$ cat config.mk
export PLATFORM = sky130hd
export DESIGN_NAME = lut_recip
export DESIGN_NICKNAME = d
export VERILOG_FILES = /design/src/rtl/lut_recip.sv
export SDC_FILE = /design/constraint.sdc
export NUM_CORES = 1
export LEC_CHECK = 0
export ABC_AREA = 1
export ABC_CLOCK_PERIOD_IN_PS = 2630
export BUFFER_PORTS_ARGS = -buffer_cell sky130_fd_sc_hd__clkbuf_2
export CAP_MARGIN = 20
export CORE_ASPECT_RATIO = 0.9
export CORE_MARGIN = 5
export CORE_UTILIZATION = 30
export DETAILED_ROUTE_END_ITERATION = 7
export PLACE_DENSITY = 0.57
export SYNTH_ARGS = -nofsm -noshare
export SYNTH_HDL_FRONTEND = slang
export SYNTH_SLANG_ARGS = --single-unit
export TNS_END_PERCENT = 30
$ cat constraint.sdc
create_clock -name clk -period 2.63 [get_ports clk]
set_input_delay 0.526 -clock clk [delete_from_list [all_inputs] [get_ports clk]]
set_output_delay 0.526 -clock clk [all_outputs]
set_load 0.02 [all_outputs]
$ cat src/rtl/lut_recip.sv
module lut_recip #(
  parameter int Q_W      = 24,
  parameter int IDX_BITS = 8,
  parameter int SCALE    = 24,
  parameter int OUT_W    = 25
) (
  input  logic             clk,
  input  logic             rst_n,
  input  logic             in_valid,
  input  logic [Q_W-1:0]   den,
  output logic             out_valid,
  output logic [OUT_W-1:0] recip
);
  localparam int PW   = $clog2(Q_W);
  localparam int FR   = IDX_BITS + 2;
  localparam int TW   = FR + 1;
  localparam int WW   = TW + SCALE;
  localparam int EW   = (WW > OUT_W) ? WW : OUT_W;
  localparam int NENT = 1 << IDX_BITS;

  logic [TW-1:0] tbl [NENT];
  for (genvar f = 0; f < NENT; f++) begin : g_tbl
    localparam longint NUM = longint'(1) << (FR + IDX_BITS + 1);
    localparam longint DNM = (longint'(1) << IDX_BITS) + longint'(f);
    assign tbl[f] = TW'((NUM / DNM + 1) / 2);
  end

  logic [PW-1:0]       lead;
  logic [Q_W-1:0]      norm;
  logic [IDX_BITS-1:0] idx;
  always_comb begin
    lead = '0;
    for (int i = 0; i < Q_W; i++)
      if (den[i]) lead = PW'(i);
  end
  assign norm = den << (Q_W - 1 - int'(lead));
  assign idx  = IDX_BITS'(norm >> (Q_W - 1 - IDX_BITS));

  logic                v1, z1, v2, z2;
  logic [PW-1:0]       p1, p2;
  logic [IDX_BITS-1:0] f1;
  logic [TW-1:0]       t2;

  always_ff @(posedge clk or negedge rst_n) begin
    if (!rst_n) begin
      v1 <= 1'b0; z1 <= 1'b0; p1 <= '0; f1 <= '0;
      v2 <= 1'b0; z2 <= 1'b0; p2 <= '0; t2 <= '0;
    end else begin
      v1 <= in_valid; z1 <= (den == '0); p1 <= lead; f1 <= idx;
      v2 <= v1;       z2 <= z1;          p2 <= p1;   t2 <= tbl[f1];
    end
  end

  logic [WW-1:0] wide;
  logic [EW-1:0] ext;
  logic          sat;
  assign wide = {t2, {SCALE{1'b0}}} >> (int'(p2) + FR);
  assign ext  = EW'(wide);
  assign sat  = z2 || (ext > EW'({OUT_W{1'b1}}));

  always_ff @(posedge clk or negedge rst_n) begin
    if (!rst_n) begin
      out_valid <= 1'b0;
      recip     <= '0;
    end else begin
      out_valid <= v2;
      recip     <= sat ? '1 : OUT_W'(ext);
    end
  end
endmodule

==> metrics.md <==
| Metric | Value |
|---|---|
| Status | complete, no violations |
| Post-DP Area | 0.00617 mm^2 |
| Area leader, netlist | dfrtp_1 |
| RSZ-0062 raised after global routing | no |
| Final HPWL DP | 13100 um |
| Synth async-reset ratio | 100% |
| XOR/XNOR Fraction of Synth Area | 0% |
| Met1 Wirelength | 7550 um |
| Worst EP arrival | 2.54 ns |
| Power density cells | just under 600 mW/mm^2 |
| Clk network pwr share | between 30% and 40% |
| Clk slew on worst S/H paths | approximately 0.050 ns |
| Max Freq | roughly 430 MHz |
| Critical setup path kind | in -> reg |
| Share of cells above drive strength 1 | 14.9% |
| Seq cells post-synth | 59 |
| Mapped Cells | 879 |
| Seq pwr share | 27.2% |
| Synthesized area per cell | between 6 and 7 um^2 |
| Syn-to-layout area delta | 22.5% |
| WL per Instance | ~14 um |
| Initial antenna violation count | 0 |
| Sequential area share after synthesis | between 20% and 30% |
| Post-layout instance area | 0.00657 mm^2 |
| Core ar. | 0.0176 mm^2 |
| Gr ovfl total | 0 |
| Most numerous cell in the Yosys netlist | nand2_1 |
| Met3 wire len | 1570 um |
| Antenna Nets Post-Route | 0 |
| Largest family of logic cells by synthesized area | simple AND/OR/NAND/NOR gates |
| Final Cycle Share | 88.8% |
| Slew @ Worst Pin | 0.813 ns |
| RR Startpoint | f1[1]$_DFF_PN0_ |
| Worst setup EP type | flip-flop |
| Switch share | 35.3% |
| Initial Util | 30.5% |
| First-pass GRT wire length | 28800 um |
| Die X | 151 um |
| Worst slew margin | 45.6% |
| Worst Hold Class | in -> async |
| Reg-to-reg endpoint | t2[2]$_DFF_PN0_ |
| Met2 wire length | 7560 um |
| Post-Syn Area | 0.00536 mm^2 |
| Post-synth EDFFs | 0 |
| Die Ht | 137 um |
| Clock Tree Root | clkbuf_16 |
| CTS buffer count | 9 |
| Pleak | about 3.4 nW |
| Clk buf depth | 2 |
| Via count of the routed design | 6224 |
| Combinational power share | a little over a third |
| Via/cell ratio | 5.21 |
| Maxcap violations | 0 |
| CP max FO | 11 |
| Post-synth cell types | 39 |
| Fraction of synthesized area in multiplexers | less than 1% |
| Final count of hold timing violations | 0 |
| Worst skew pair latency | 0.32 ns |
| Net Sw Power | approximately 1.4 mW |
| Top-area cell type share of the netlist area | between 20 and 30% |
| Iteration-0 DRC Markers | 440 |
| Std cell rows | 46 |
| Post-Route Skew | roughly 0.0043 ns |
| Peak supply drop | 343 uV |
| PortBufs | between 50 and 60 |
| CTS H-tree depth | 3 |
| # DRC | 0 |
| Post-route minimum period | 2.33 ns |
| Setup crit start kind | input port |
| Post-Synth Adder-Cell Area | 3.73% |
| Int Pwr | between 2 and 3 mW |
| Top post-synthesis cells by area | dfrtp_1 28%, nand2_1 16%, nand3_1 14% |
| IO Pins | 53 |
| GP Congestion | 0.971 |
| DR top layer | met4 |
| CTS tree | done |
| Die ar. | 0.0207 mm^2 |
| Clock sink total | 59 |
| Synth Net Count | 922 |
| Smallest hold slack | 0.247 ns |
| Top_reg_cell synth | dfrtp_1 |
| Overall Power | 3.89 mW |
| Layout Nets | 993 |
| Final setup fails | 0 |
| Reg2reg path depth | 14 |
| YS warnings | 0 |
| Setup TNS | 0 ns |
| CP required | between 2 and 3 ns |
| Diodes inserted | 0 |
| Total track usage | roughly 17% |
| FF-to-FF setup slack | roughly 0.36 ns |
| Router iterations before antenna repair | 5 |
| Compound-Gate Fraction of Synth Area | 18.9% |
| Pin count of the biggest net entering global routing | 33 |
| Max-slew violations | 0 |
| Vias in the first global route | 5865 |
| WL final | 17100 um |
| Post-synth top cells | 225 x nand2_1, 150 x nand3_1, 96 x inv_1, 82 x nor2_1, 62 x o21ai_0 |
| Post-Synth Simple-Gate Area | approximately two fifths |
-- placed cells by master (no fill, tap or decap), types with 3 or more instances in the layout --
| cell type | netlist | layout |
|---|---|---|
| o2111ai_1 | 5 | 5 |
| clkbuf_2 | 0 | 52 |
| ha_1 | 16 | 15 |
| o31ai_1 | 4 | 4 |
| nor2_1 | 82 | 82 |
| nor3_1 | 5 | 5 |
| o211ai_1 | 19 | 19 |
| nand2_1 | 225 | 225 |
| inv_1 | 96 | 96 |
| nand3_1 | 150 | 148 |
| o22ai_1 | 3 | 3 |
| buf_12 | 0 | 3 |
| clkbuf_16 | 0 | 9 |
| nand3_2 | 2 | 4 |
| a31oi_1 | 4 | 4 |
| nand2_2 | 6 | 5 |
| o311ai_0 | 4 | 4 |
| inv_2 | 3 | 3 |
| a21oi_1 | 49 | 49 |
| o21ai_0 | 62 | 62 |
| o221ai_1 | 7 | 7 |
| dfrtp_1 | 59 | 59 |
| bufinv_16 | 0 | 4 |
| a211oi_1 | 3 | 3 |
| a22oi_1 | 5 | 5 |
| nor4_1 | 4 | 3 |
| buf_4 | 1 | 50 |
| clkinv_1 | 5 | 5 |
-- per-layer routing --
layer | vias to the layer above | track usage (%)
met5 | - | 0
met4 | 0 | 6.19
met2 | 330 | 26.2
met1 | 2780 | 23.6
li1 | 3079 | -
met3 | 35 | 2.95
-- how the worst max path moves through the flow --
| stage | from | endpoint | slack [ns] | depth (start not counted) |
|---|---|---|---|---|
| 5_1_grt | den[2] | f1[3]$_DFF_PN0_ | 0.03 | 32 |
| 6_report | den[23] | f1[4]$_DFF_PN0_ | 0.30 | 15 |
| 4_1_cts | den[23] | f1[4]$_DFF_PN0_ | 0.23 | 15 |
| 3_5_place_dp | den[23] | f1[4]$_DFF_PN0_ | -0.10 | 15 |
| 3_3_place_gp | den[23] | f1[6]$_DFF_PN0_ | -0.17 | 15 |
| 2_1_floorplan | den[23] | f1[7]$_DFF_PN0_ | 0.04 | 17 |
-- stage by stage --
step	cells	worst slack [ns]	util [%]
final	1194	0.296	37.3
after global routing	1194	0.0295	37.3
after CTS	1194	0.230	37.1
after detailed placement	1179	-0.102	35.1
after global placement	1179	-0.169	35.1
after floorplan	879	0.0425	-
-- kinds of logic after synthesis --
group	Yosys count
buffers and inverters	151
adders and majority gates	16
muxes	2
DFF	59
and+or+nand+nor	481
AOI/OAI and AO/OA	170
-- timing repair --
| item | in CTS | in global routing |
|---|---|---|
| setup buffers | 0 | 0 |
| endpoints found under the setup margin | 0 | 3 |
| hold buffers | 0 | 0 |
| gates resized for setup | 0 | 7 |
-- worst max-delay path, cell delays in order --
cell      delay [ns]
clkbuf_2        0.09
nor4_2          0.28
inv_1           0.11
nor2_1          0.11
inv_1           0.09
nor2_1          0.17
ha_2            0.25
buf_4           0.19
nor2_1          0.08
o21ai_0         0.28
nand2_1         0.11
nand3_1         0.09
nand2_1         0.07
inv_1           0.06
a21oi_1         0.04
-- final cells by class --
| type | instances | area [um^2] |
|---|---|---|
| multi-input cells | 669 | 3320 |
| inverters | 104 | 390 |
| repair buffers | 107 | 718 |
| well taps | 240 | 300 |
| fillers | 1931 | 11000 |
| flip-flops and latches | 59 | 1480 |
| clock inverters | 5 | 125 |
| clock buffers | 10 | 239 |
-- sequential cells by signal (all words and copies together), names as in the netlist --
name,cells
p1,5
v1,1
v2,1
out_valid,1
p2,5
z1,1
t2,11
f1,8
z2,1
recip,25
-- power by group through the flow --
stage          clock network (mW)  logic [mW]  registers (mW)
2_1_floorplan                   0       0.937            1.05
3_3_place_gp                    0        1.41            1.07
3_5_place_dp                    0        1.38            1.07
4_1_cts                      1.44        1.39            1.06
5_1_grt                      1.48        1.59            1.07
6_report                     1.41        1.42            1.06
No activity file was read; power rests on OpenSTA's default activity.
